==> config.mk <==
export PLATFORM = sky130hd
export DESIGN_NAME = nvs_store_ctrl
export DESIGN_NICKNAME = d
export VERILOG_FILES = /design/src/rtl/nvs_pkg.sv /design/src/rtl/nvs_sync2.sv /design/src/rtl/nvs_dirty.sv /design/src/rtl/nvs_timer.sv /design/src/rtl/nvs_store_ctrl.sv
export SDC_FILE = /design/constraint.sdc
export NUM_CORES = 1
export LEC_CHECK = 0
export ABC_AREA = 1
export BUFFER_PORTS_ARGS = -buffer_cell sky130_fd_sc_hd__buf_2
export CAP_MARGIN = 5
export CORE_AREA = 5 5 78 80
export CTS_BUF_LIST = sky130_fd_sc_hd__clkbuf_2 sky130_fd_sc_hd__clkbuf_4 sky130_fd_sc_hd__clkbuf_8
export DETAILED_ROUTE_END_ITERATION = 8
export DIE_AREA = 0 0 83 85
export PLACE_DENSITY_LB_ADDON = 0.2
export SYNTH_ARGS = -nofsm -noshare
export SYNTH_HDL_FRONTEND = slang
export SYNTH_SLANG_ARGS = --single-unit
export TNS_END_PERCENT = 20
==> constraint.sdc <==
create_clock -name clk -period 1.85 [get_ports clk]
set_input_delay 0.185 -clock clk [delete_from_list [all_inputs] [get_ports clk]]
set_output_delay 0.185 -clock clk [all_outputs]
set_load 0.005 [all_outputs]
==> src/rtl/nvs_pkg.sv <==
package nvs_pkg;
  typedef enum logic [2:0] {
    ST_IDLE  = 3'd0,
    ST_HOLD  = 3'd1,
    ST_ERASE = 3'd2,
    ST_PROG  = 3'd3,
    ST_LOCK  = 3'd4
  } nvs_state_e;
endpackage

==> src/rtl/nvs_sync2.sv <==
module nvs_sync2 #(
  parameter int unsigned WIDTH    = 1,
  parameter logic        RST_VAL  = 1'b1
) (
  input  logic             clk,
  input  logic             rst_n,
  input  logic [WIDTH-1:0] d_i,
  output logic [WIDTH-1:0] q_o
);
  logic [WIDTH-1:0] meta_q, sync_q;

  always_ff @(posedge clk or negedge rst_n) begin
    if (!rst_n) begin
      meta_q <= {WIDTH{RST_VAL}};
      sync_q <= {WIDTH{RST_VAL}};
    end else begin
      meta_q <= d_i;
      sync_q <= meta_q;
    end
  end

  assign q_o = sync_q;
endmodule

==> src/rtl/nvs_dirty.sv <==
module nvs_dirty (
  input  logic clk,
  input  logic rst_n,
  input  logic set_i,
  input  logic clr_i,
  output logic dirty_o
);
  logic dirty_q, dirty_d;

  // a write completing wins over a clear in the same cycle
  always_comb begin
    dirty_d = dirty_q;
    if (set_i)      dirty_d = 1'b1;
    else if (clr_i) dirty_d = 1'b0;
  end

  always_ff @(posedge clk or negedge rst_n) begin
    if (!rst_n) dirty_q <= 1'b0;
    else        dirty_q <= dirty_d;
  end

  assign dirty_o = dirty_q;
endmodule

==> src/rtl/nvs_timer.sv <==
module nvs_timer #(
  parameter int unsigned CNT_W = 8
) (
  input  logic             clk,
  input  logic             rst_n,
  input  logic             load_i,
  input  logic [CNT_W-1:0] load_val_i,
  output logic             zero_o
);
  logic [CNT_W-1:0] cnt_q, cnt_d;
  logic             dec_en;

  assign dec_en = (cnt_q != '0);

  always_comb begin
    cnt_d = cnt_q;
    if (load_i)      cnt_d = load_val_i;
    else if (dec_en) cnt_d = cnt_q - CNT_W'(1);
  end

  always_ff @(posedge clk or negedge rst_n) begin
    if (!rst_n) cnt_q <= '0;
    else        cnt_q <= cnt_d;
  end

  assign zero_o = ~dec_en;
endmodule

==> src/rtl/nvs_store_ctrl.sv <==
module nvs_store_ctrl #(
  parameter int unsigned DELAY_CYC = 1000,
  parameter int unsigned ERASE_CYC = 250000,
  parameter int unsigned PROG_CYC  = 250000
) (
  input  logic clk,
  input  logic rst_n,
  input  logic pwr_fail_i,
  input  logic sw_store_i,
  input  logic recall_done_i,
  input  logic acc_busy_i,
  input  logic wr_req_i,
  input  logic wr_done_i,
  input  logic line_sense_i,
  output logic line_pull_o,
  output logic wr_grant_o,
  output logic io_en_o,
  output logic erase_o,
  output logic prog_o
);
  import nvs_pkg::*;

  localparam int unsigned MAX_A   = (DELAY_CYC > ERASE_CYC) ? DELAY_CYC : ERASE_CYC;
  localparam int unsigned MAX_CYC = (MAX_A > PROG_CYC) ? MAX_A : PROG_CYC;
  localparam int unsigned CNT_W   = $clog2(MAX_CYC + 1);
  localparam logic [CNT_W-1:0] DLY_LD = CNT_W'(DELAY_CYC - 1);
  localparam logic [CNT_W-1:0] ERS_LD = CNT_W'(ERASE_CYC - 1);
  localparam logic [CNT_W-1:0] PRG_LD = CNT_W'(PROG_CYC - 1);

  // reset: asserted asynchronously, released on a clock edge
  logic rst_meta_q, rst_int_n;
  always_ff @(posedge clk or negedge rst_n) begin
    if (!rst_n) begin
      rst_meta_q <= 1'b0;
      rst_int_n  <= 1'b0;
    end else begin
      rst_meta_q <= 1'b1;
      rst_int_n  <= rst_meta_q;
    end
  end

  logic       line_hi;
  logic       dirty;
  logic       tmr_zero;
  logic       tmr_ld;
  logic [CNT_W-1:0] tmr_ld_val;
  logic       store_end;
  nvs_state_e st_q, st_d;

  nvs_sync2 #(.WIDTH(1), .RST_VAL(1'b1)) u_line_sync (
    .clk   (clk),
    .rst_n (rst_int_n),
    .d_i   (line_sense_i),
    .q_o   (line_hi)
  );

  nvs_dirty u_dirty (
    .clk     (clk),
    .rst_n   (rst_int_n),
    .set_i   (wr_done_i),
    .clr_i   (store_end | recall_done_i),
    .dirty_o (dirty)
  );

  nvs_timer #(.CNT_W(CNT_W)) u_timer (
    .clk        (clk),
    .rst_n      (rst_int_n),
    .load_i     (tmr_ld),
    .load_val_i (tmr_ld_val),
    .zero_o     (tmr_zero)
  );

  // next-state logic
  always_comb begin
    st_d       = st_q;
    tmr_ld     = 1'b0;
    tmr_ld_val = '0;
    store_end  = 1'b0;
    unique case (st_q)
      ST_IDLE: begin
        if (sw_store_i || (dirty && (pwr_fail_i || !line_hi))) begin
          st_d       = ST_HOLD;
          tmr_ld     = 1'b1;
          tmr_ld_val = DLY_LD;
        end
      end
      ST_HOLD: begin
        if (tmr_zero && !acc_busy_i) begin
          st_d       = ST_ERASE;
          tmr_ld     = 1'b1;
          tmr_ld_val = ERS_LD;
        end
      end
      ST_ERASE: begin
        if (tmr_zero) begin
          st_d       = ST_PROG;
          tmr_ld     = 1'b1;
          tmr_ld_val = PRG_LD;
        end
      end
      ST_PROG: begin
        if (tmr_zero) begin
          st_d      = ST_LOCK;
          store_end = 1'b1;
        end
      end
      ST_LOCK: begin
        if (line_hi) st_d = ST_IDLE;
      end
      default: st_d = ST_IDLE;
    endcase
  end

  always_ff @(posedge clk or negedge rst_int_n) begin
    if (!rst_int_n) st_q <= ST_IDLE;
    else            st_q <= st_d;
  end

  assign erase_o     = (st_q == ST_ERASE);
  assign prog_o      = (st_q == ST_PROG);
  assign line_pull_o = (st_q == ST_HOLD) || erase_o || prog_o;
  assign io_en_o     = !(erase_o || prog_o || (st_q == ST_LOCK));
  assign wr_grant_o  = wr_req_i && (st_q == ST_IDLE) && line_hi;
endmodule

==> results.json, run 1 <==
{
  "status": "finished, final reports clean",
  "synthAdderAreaFrac_pct": 0.825,
  "drt_wl_total_mm": 3.29,
  "final_cell_mix": "nand2_1, nor2_1, dfrtp_1",
  "die-area_mm2": 0.00706,
  "cts_max_level": 1,
  "worstPathMaxFanout": 8,
  "end_kind": "flop",
  "maxSlewViolCount": 0,
  "reg2regPathDepth": 9,
  "num_rows": 27,
  "port_buffers": 13,
  "r2r-start": "u_timer.cnt_q[0]",
  "drc": 0,
  "cts_buffer_depth": 2,
  "diodes": 0,
  "grt_antenna_before_repair": 0,
  "first_global_vias": 1249,
  "syn_to_final_growth_pct": 17.2,
  "power_density_mw_per_mm2": 550,
  "synth.distinct_cells": 30,
  "cts_buffers": 3,
  "path_class": "flop to flop",
  "p_leak_nw": 0.867,
  "worstSkewPairLatency_ns": 0.27,
  "dr.pass1.iters": 5,
  "die_h_um": 85,
  "place_area_mm2": 0.00168,
  "yosys_warnings": 0,
  "r2r_slack_ns": 0.17,
  "multi_input_area_um2": 787,
  "place_hpwl_mm": 2.52,
  "fillers": 609,
  "layout.nets": 227,
  "start_util_pct": 28.4,
  "seq_area_frac_synth_pct": 43.1,
  "cp.required_ns": 2.02,
  "tns_ns": 0,
  "hold_path_class": "input pin to flop",
  "finalHoldViolations": 0,
  "grt_pass1_wl_mm": 5.71,
  "drive_gt1_share_pct": 21.3,
  "clock_tree.root_cell": "clkbuf_8",
  "fmaxAchievable_ghz": 0.594,
  "seq_area_um2": 653,
  "drt_iter0_markers": 69,
  "crit_arrival_ns": 1.85,
  "die_width_um": 83,
  "grt_overflow_total": 0,
  "clkSinkCount": 26,
  "muxShareOfSynthArea_pct": 0,
  "synth_compound_area_share_pct": 6.77,
  "r2r_end": "u_timer.cnt_q[13]",
  "vias": 1235,
  "fin_crit_ns": 1.68,
  "core_region_area_mm2": 0.00534,
  "synth_nets": 203,
  "clkTransAtPathRegs_ns": 0.09,
  "synth_xor_area_share_pct": 6.35,
  "ir_worst_vdd_mv": 0.282,
  "synthSimpleGateAreaFrac_pct": 36.6,
  "crit_end": "u_timer.cnt_q[13]",
  "cp-startpoint": "u_timer.cnt_q[0]",
  "synth.cell_area_mm2": 0.00152,
  "design_area_mm2": 0.00178,
  "ant_nets": 0,
  "cts_tree": "built",
  "wl_per_cell_um": 11.4,
  "period_share_pct": 91.0,
  "synth_area_per_cell_um2": 7.86,
  "drv_cap": 0,
  "layout_commonest_cell": "nand2_1",
  "io_pins": 14,
  "power.total_w": 0.000976,
  "place.gp.congestion": 0.838,
  "rsz0062_at_grt": "no",
  "critPathLaunchType": "flop",
  "via_per_inst": 4.29,
  "netlist_instances": 193,
  "fin_skew_ns": 0.00939,
  "ys_seq_elements": 26,
  "synth_top_family_by_area": "simple AND/OR/NAND/NOR gates",
  "grt_max_degree": 23,
  "track_usage_pct": 9.98,
  "setup_violations": 0
}
==> layout make-up <==
| class | instances | share of cell area, % |
|---|---|---|
| well taps | 72 | 5.07 |
| multi-input cells | 145 | 44.3 |
| repair buffers | 19 | 6.48 |
| flip-flops and latches | 26 | 36.8 |
| inverters | 22 | 4.65 |
| clock buffers | 4 | 2.75 |
==> through the flow <==
step	setup slack [ns]	cells	util, %	hold WS (ns)
4_1_cts	0.0900	284	32.5	0.00620
3_5_place_dp	0.116	279	31.4	-0.0288
5_1_grt	0.0186	288	33.3	0.0975
3_3_place_gp	0.121	279	31.4	-0.0287
2_1_floorplan	0.356	193	-	-0.111
6_report	0.167	288	33.3	0.102
==> cells by family (layout without fill, tap and decap cells) <==
group / Yosys count / in the layout
and+or+nand+nor: 117 / 118
DFF: 26 / 26
buffers and inverters: 23 / 45
AOI/OAI and AO/OA: 14 / 14
xor gates and xnor gates: 11 / 11
adders and majority gates: 1 / 1
other: 1 / 1
==> worst max-delay path: stages, from the launching register on <==
cell	delay [ns]
dfrtp_1	0.36
inv_1	0.12
ha_1	0.23
nand2_4	0.10
nor2_8	0.18
nand3_4	0.18
nor2_4	0.22
nor2_4	0.07
inv_2	0.08
nor2_1	0.05
==> cell usage after synthesis <==
cell type  number  area share (%)
nand3_4         1             1.2
buf_6           1            0.74
o21ai_0         2            0.66
conb_1          1            0.25
nand3_1         9             3.0
xnor2_1         2             1.2
nor2_2          4             1.6
nand2_2         1            0.41
inv_1          19             4.7
dfstp_2         2             3.5
nand4_1         2            0.82
a31oi_1         3             1.2
nor2_1         31             7.7
nand2_1        56              14
a21oi_2         2             1.2
nand3b_1        2            0.99
nor2_8          1             1.3
inv_2           3            0.74
nor3_2          1            0.66
nor3_1          4             1.3
o21ai_1         1            0.33
nor2_4          4             3.0
a21oi_4         1             1.1
o21ai_2         2             1.2
a21oi_1         2            0.66
dfrtp_1        24              40
o21bai_1        1            0.50
nand2_4         1            0.74
xor2_1          9             5.2
ha_1            1            0.82
==> report_power, final <==
group          internal (W)  leakage (nW)  switching [W]  total (W)
Combinational     0.0000191         0.550      0.0000267  0.0000458
Sequential         0.000581         0.291     0.00000961   0.000591
Clock              0.000168        0.0262       0.000171   0.000340
Total              0.000769         0.867       0.000208   0.000976
==> layer usage <==
layer / up-vias / share of wire [%] / global-route usage, % / wire [µm]
li1: 650 / - / - / -
met1: 571 / 48 / 12.8 / 1570
met2: 12 / 48 / 16.8 / 1580
met3: 2 / 3.0 / 1.75 / 97
met4: 0 / 1.0 / 3.71 / 33
met5: - / 0 / 0 / 0
==> worst min path at each step <==
stage	slack (ns)	startpoint	to	cells past startpoint
floorplan	-0.11	rst_n	rst_int_n	0
global placement	-0.03	rst_n	rst_meta_q	1
detailed placement	-0.03	rst_n	rst_int_n	1
CTS	0.006	line_sense_i	u_line_sync.meta_q	1
global route	0.1	wr_done_i	u_dirty.dirty_o	3
finish	0.10	wr_done_i	u_dirty.dirty_o	3
==> state kept, by name (all words and copies together) (netlist names) <==
| signal | count |
|---|---|
| u_dirty.dirty_o | 1 |
| rst_meta_q | 1 |
| u_line_sync.q_o | 1 |
| st_q | 3 |
| rst_int_n | 1 |
| u_line_sync.meta_q | 1 |
| u_timer.cnt_q | 18 |
==> what timing repair did <==
| item | 4_1_cts | 5_1_grt |
|---|---|---|
| hold buffers | 1 | 1 |
| endpoints found under the hold margin | 2 | 1 |
| gates resized for setup | 0 | 2 |
| setup buffers | 0 | 2 |
| endpoints found under the setup margin | 0 | 10 |
Note: power is estimated with default switching activity, not from simulation.
==> run 2: changes to the inputs <==
Settings changed: CORE_AREA 5 5 78 80 to 5 5 76 78, DIE_AREA 0 0 83 85 to 0 0 81 83, MAX_ROUTING_LAYER set to met4, SYNTH_HIERARCHICAL set to 1.
==> run 2 against run 1 <==
Against the previous run:
- maximum frequency down 22%
- first-iteration DRC count down 1.4%
- critical path type unchanged
- combinational power down 26%
- the flow now finishes with violations (setup timing)
- hold slack worse by 0.013 ns
- critical endpoint is now u_timer/cnt_q[6]
- utilization up 16 points
- total power up 12%
- largest power group unchanged
- worst setup slack worse by 0.47 ns
- clock-buffer cell count down 1
- clock skew down 0.0060 ns
- flip-flop and latch count unchanged
==> results.json, run 2 <==
{
  "layout.nets": 311,
  "clkTransAtPathRegs_ns": 0.10,
  "wl_per_cell_um": 11.1,
  "worstSkewPairLatency_ns": 0.28,
  "die_h_um": 83,
  "final_cell_mix": "nand2_1, buf_4, dfrtp_1",
  "grt_max_degree": 16,
  "grt_antenna_before_repair": 0,
  "cp_common_cell": "nor2_2",
  "via_per_inst": 4.38,
  "end_kind": "flop",
  "drc": 0,
  "maxSlewViolCount": 0,
  "ir_worst_vdd_mv": 0.247,
  "rsz0062_at_grt": "yes",
  "power_density_mw_per_mm2": 448,
  "yosys_warnings": 6,
  "dp_slack_ns": -0.346,
  "cts_max_level": 1,
  "diodes": 0,
  "cts_buffers": 3,
  "grt_pass1_wl_mm": 6.73,
  "path_class": "flop to flop",
  "ant_nets": 0,
  "synthArstFlopShare_pct": 100,
  "reg2regPathDepth": 17,
  "cts_tree": "built",
  "cts_buffer_depth": 2,
  "largest_register_ffs": 18,
  "synth-edff-count": 0,
  "registers.top_by_ff_count": "u_timer/cnt_q",
  "clock_tree.root_cell": "clkbuf_8",
  "fin_crit_ns": 2.15,
  "hold_path_class": "input pin to flop",
  "die_width_um": 81,
  "min_to": "u_dirty/dirty_o",
  "multi_input_area_mm2": 0.00102,
  "period_share_pct": 116,
  "clkSinkCount": 26,
  "r2r_slack_ns": -0.30,
  "grt_overflow_total": 0,
  "fin_skew_ns": 0.00334,
  "critPathLaunchType": "flop",
  "synth_top_area_share_pct": 35.1,
  "syn_to_final_growth_pct": 43.3,
  "min_from": "wr_done_i",
  "p_leak_nw": 1.24,
  "first_global_vias": 1475,
  "tns_ns": -4.70,
  "synthTopCellsByCount": "nand2_1, inv_1, dfrtp_1, nor2_1, nand3_1",
  "setup_violations": 18,
  "start_util_pct": 34.1,
  "status": "finished, violations left",
  "fillers": 511,
  "drt_iter0_markers": 68,
  "vias": 1620,
  "r2r_end": "u_timer/cnt_q[6]",
  "r2r-start": "u_timer/cnt_q[6]",
  "port_buffers": 13,
  "synth.distinct_cells": 29,
  "hold_depth": 3,
  "violations": "setup timing",
  "drive_gt1_share_pct": 41.7,
  "crit_slowest_cell": "dfrtp_1",
  "synth-main-ff-cell": "dfrtp_1",
  "seq_area_um2": 653,
  "layout_commonest_cell": "nand2_1",
  "ys_seq_elements": 26,
  "slowest_delay_ns": 0.41,
  "dr.pass1.iters": 4,
  "synth.cell_area_mm2": 0.00171,
  "cp.required_ns": 2.03,
  "worstPathMaxFanout": 9,
  "ys_top_cells_by_area": "dfrtp_1, nand2_1, inv_1",
  "drt_wl_total_mm": 4.12,
  "netlist_instances": 236,
  "fmaxAchievable_ghz": 0.464,
  "crit_arrival_ns": 2.34,
  "track_usage_pct": 13.0,
  "drv_cap": 0,
  "fin_ws_ns": -0.304,
  "num_rows": 26,
  "die-area_mm2": 0.00672,
  "place_hpwl_mm": 3.17,
  "synth_area_per_cell_um2": 7.24,
  "largestRegisters": "u_timer/cnt_q (18), st_q (3)",
  "io_pins": 14,
  "synth_top_area_cell": "dfrtp_1",
  "seq_area_frac_synth_pct": 38.2,
  "crit_chain": "nor2_2 > nand2_2 > nor2_8 > nand3_4 > nor3_4 > inv_2 > nor2_2 > nor2_2 > nor2_4 > nand3_4 > nand2_8 > buf_12 > a21oi_2 > o21ai_1 > nand2_1 > nand2_1 > inv_1",
  "place.gp.congestion": 0.841,
  "synth_most_common_cell": "nand2_1",
  "finalHoldViolations": 0,
  "core_region_area_mm2": 0.00501
}
==> run 2: cell count changes after synthesis, moves of 3 or more <==
cell,before,now
a31oi_1,3,0
inv_1,19,26
nand2_2,1,4
nand3_1,9,19
o21ai_0,2,9
a21oi_1,2,9
nor2_1,31,23
nor3_1,4,1
a21oi_2,2,8
nor2_2,4,14
nand2_1,56,66
nand3_2,0,4
xor2_1,9,1
clkbuf_1,0,3
==> run 2: area by class of cell <==
type                    instances  area share (%)
clock inverters                 1            1.23
clock buffers                   3            1.69
inverters                      32            5.62
flip-flops and latches         26            26.7
multi-input cells             177            41.6
repair buffers                 61            19.6
well taps                      70            3.58
==> run 2: cells by family (layout without fill, tap and decap cells) <==
kind of cell	count (synthesis)	after routing	synth area share [%]
AOI/OAI and AO/OA	29	29	10.3
xor gates and xnor gates	1	1	0.513
other	2	5	0.439
DFF	26	26	38.2
and+or+nand+nor	141	141	40.8
adders and majority gates	1	1	0.732
buffers and inverters	36	97	8.93
==> run 2: where the power goes <==
part / switching (W) / internal [W]
clock: 0.000195 / 0.000290
sequential: 0.00000205 / 0.000575
combinational: 0.0000202 / 0.0000139
total: 0.000217 / 0.000879
==> run 2: critical path: cells and delay by family (launching register included) <==
family,cells,cell delay [ns]
AO/OA/AOI/OAI,2,0.12
buffers and inverters,3,0.22
flip-flops,1,0.41
AND/OR/NAND/NOR,12,1.30
==> run 2: metrics by stage <==
stage | hold slack (ns) | power, W | utilization, % | cell area (µm²) | cells
finish | 0.0887 | 0.00110 | 48.9 | 2450 | 370
global route | 0.117 | 0.00113 | 48.9 | 2450 | 370
global placement | -0.0288 | 0.000620 | 44.0 | 2200 | 358
detailed placement | -0.0277 | 0.000620 | 44.0 | 2200 | 358
floorplan | -0.111 | 0.000603 | - | 1780 | 239
CTS | 0.0857 | 0.00111 | 47.3 | 2370 | 367
==> run 2: worst max-delay path by stage <==
stage / start / slack [ns] / end
after CTS: u_timer/cnt_q[5] / -0.30 / u_timer/cnt_q[6]
after global routing: u_timer/cnt_q[6] / -0.47 / u_timer/cnt_q[6]
after global placement: u_timer/cnt_q[4] / -0.33 / u_timer/cnt_q[3]
after detailed placement: u_timer/cnt_q[6] / -0.35 / u_timer/cnt_q[3]
after floorplan: u_timer/cnt_q[1] / -0.29 / u_timer/cnt_q[3]
final: u_timer/cnt_q[6] / -0.30 / u_timer/cnt_q[6]
==> run 2: per-layer routing <==
| layer | vias to the layer above | track usage [%] | routed length (µm) |
|---|---|---|---|
| met1 | 729 | 17.7 | 2010 |
| li1 | 859 | - | - |
| met2 | 23 | 19.5 | 1910 |
| met3 | 9 | 2.06 | 109 |
| met4 | 0 | 4.61 | 85 |
| met5 | - | - | 0 |
==> run 2: repair_timing <==
action,CTS,global route
pin swaps,9,5
hold buffers,2,0
resized for setup,16,11
endpoints found under the hold margin,3,0
cloned,0,1
endpoints found under the setup margin,18,20
buffers inserted,3,2
==> run 3: changes to the inputs <==
Settings changed: CORE_AREA 5 5 76 78 to 5 5 60 62, DIE_AREA 0 0 81 83 to 0 0 65 67.
==> run 3 against run 2 <==
Against the previous run:
- the flow still finishes with violations (setup timing)
- critical path type unchanged
- hold slack lost 0.059 ns
- register-to-register slack is essentially flat
- clock power shrank 39%
- wire length grew 8.5%
==> results.json, run 3 (synthesized netlist as in run 2, its figures left out) <==
{
  "cp_num_buf_inv": 2,
  "largestRegisters": "u_timer/cnt_q (18), st_q (3)",
  "worstPathMaxFanout": 14,
  "crit_chain": "nor2_2 > nand2_2 > nor2_8 > nand3_4 > nor3_4 > inv_2 > nand2_2 > nand2_2 > nor2_4 > nand3_4 > nand2_8 > buf_12 > a21oi_1 > o21ai_1 > a21oi_2",
  "drv_cap": 0,
  "end_kind": "flop",
  "grt.met2_usage_pct": 37.8,
  "cts_buffers": 3,
  "critPathLaunchType": "flop",
  "grt-busiest-layer": "met2",
  "io_pins": 14,
  "drt_wl_total_mm": 4.47,
  "path_class": "flop to flop",
  "start_util_pct": 57.4,
  "design_area_mm2": 0.00238,
  "place_area_mm2": 0.00216,
  "clkSinkCount": 26,
  "die_width_um": 65,
  "grt_max_degree": 16,
  "drive_gt1_share_pct": 42.8,
  "final_cell_mix": "nand2_1, buf_4, dfrtp_1",
  "cts_tree": "built",
  "crit_arrival_ns": 2.39,
  "drc": 0,
  "use_met1_pct": 29.2,
  "dp_slack_ns": -0.334,
  "power_density_mw_per_mm2": 383,
  "clkTransAtPathRegs_ns": 0.15,
  "wl_per_cell_um": 13.3,
  "place_hpwl_mm": 3.08,
  "critical-path-top-delay-family": "simple AND/OR/NAND/NOR gates",
  "layout.nets": 315,
  "p_leak_nw": 1.24,
  "maxSlewViolCount": 0,
  "dpl.cell_count": 320,
  "grt_overflow_total": 0,
  "num_rows": 20,
  "violations": "setup timing",
  "fin_ws_ns": -0.306,
  "die-area_mm2": 0.00436,
  "status": "finished, violations left",
  "multi_input_area_mm2": 0.00101,
  "drt_iter0_markers": 128,
  "via_per_inst": 5.20,
  "die_h_um": 67,
  "vias": 1754,
  "ant_nets": 0,
  "layout_commonest_cell": "nand2_1",
  "core_region_area_mm2": 0.00298,
  "finalHoldViolations": 0,
  "fillers": 206,
  "clock_tree.root_cell": "clkbuf_4",
  "first_global_vias": 1672,
  "ir_worst_vdd_mv": 0.377,
  "grt_pass1_wl_mm": 7.50,
  "registers.top_by_ff_count": "u_timer/cnt_q",
  "cts_max_level": 1,
  "use_met3_pct": 2.87,
  "diodes": 0,
  "crit_slowest_cell": "dfrtp_1",
  "seq_area_um2": 653,
  "setup_violations": 18,
  "rsz0062_at_grt": "yes",
  "grt_antenna_before_repair": 0,
  "period_share_pct": 117,
  "worstSkewPairLatency_ns": 0.32,
  "syn_to_final_growth_pct": 39.2,
  "cp_common_cell": "nand2_2",
  "cp.required_ns": 2.08,
  "fin_crit_ns": 2.16,
  "power.total_w": 0.000910,
  "track_usage_pct": 23.1,
  "fin_cells": 337,
  "tns_ns": -4.61,
  "slowest_delay_ns": 0.43,
  "port_buffers": 13,
  "dr.pass1.iters": 4,
  "r2r_slack_ns": -0.31,
  "hold_path_class": "input pin to flop",
  "largest_register_ffs": 18,
  "place.gp.congestion": 0.893,
  "fmaxAchievable_ghz": 0.464,
  "fin_skew_ns": 0.00523,
  "cts_buffer_depth": 2
}
## run 3: cell count changes in the layout (fill, tap and decap cells not counted), sizes merged
cell / change
bufinv: -1
buf: +5
## run 3: cell type report
type                    count  share of cell area, %
repair buffers             65                   20.7
well taps                  33                   1.74
inverters                  32                   5.89
multi-input cells         177                   42.7
flip-flops and latches     26                   27.5
clock buffers               4                   1.53
## run 3: repair_timing
action                                  CTS  global route
endpoints found under the hold margin     3             0
pin swaps                                 6             7
gates resized for setup                  13            11
endpoints found under the setup margin   18            20
hold buffers                              2             0
buffers inserted                          5             6
## run 3: metrics by stage
step                util (%)  hold slack, ns
floorplan                  -          -0.111
global placement        72.6         -0.0315
detailed placement      72.6         -0.0290
CTS                     77.1          0.0284
global route            79.9          0.0310
finish                  79.9          0.0299
## run 3: worst paths after layout
check	cells after the start	endpoint	startpoint
setup / recovery	15	u_timer/cnt_q[3]	u_timer/cnt_q[7]
hold / removal	3	u_dirty/dirty_o	wr_done_i
setup reg to reg	15	u_timer/cnt_q[3]	u_timer/cnt_q[7]
hold reg to reg	0	u_timer/cnt_q[1]	rst_int_n
max in group asynchronous	1	u_line_sync/q_o	rst_int_n
min in group asynchronous	0	u_timer/cnt_q[1]	rst_int_n
## run 3: per-layer routing
| metal | share of wire [%] | wire [µm] |
|---|---|---|
| met5 | 0 | 0 |
| met4 | 2.0 | 91 |
| met3 | 4.7 | 210 |
| met2 | 51 | 2280 |
| met1 | 42 | 1890 |
## run 3: worst register-to-register path, stage by stage (launching register included)
cell and delay [ns]:
dfrtp_1 0.43, nor2_2 0.17, nand2_2 0.11, nor2_8 0.13, nand3_4 0.08, nor3_4 0.14, inv_2 0.07, nand2_2 0.08
nand2_2 0.07, nor2_4 0.13, nand3_4 0.12, nand2_8 0.13, buf_12 0.14, a21oi_1 0.06, o21ai_1 0.14, a21oi_2 0.07
## run 3: report_power, final
group / switching (W) / internal [W] / total, W
Combinational: 0.0000169 / 0.0000124 / 0.0000293
Sequential: 0.00000647 / 0.000576 / 0.000583
Clock: 0.000178 / 0.000120 / 0.000298
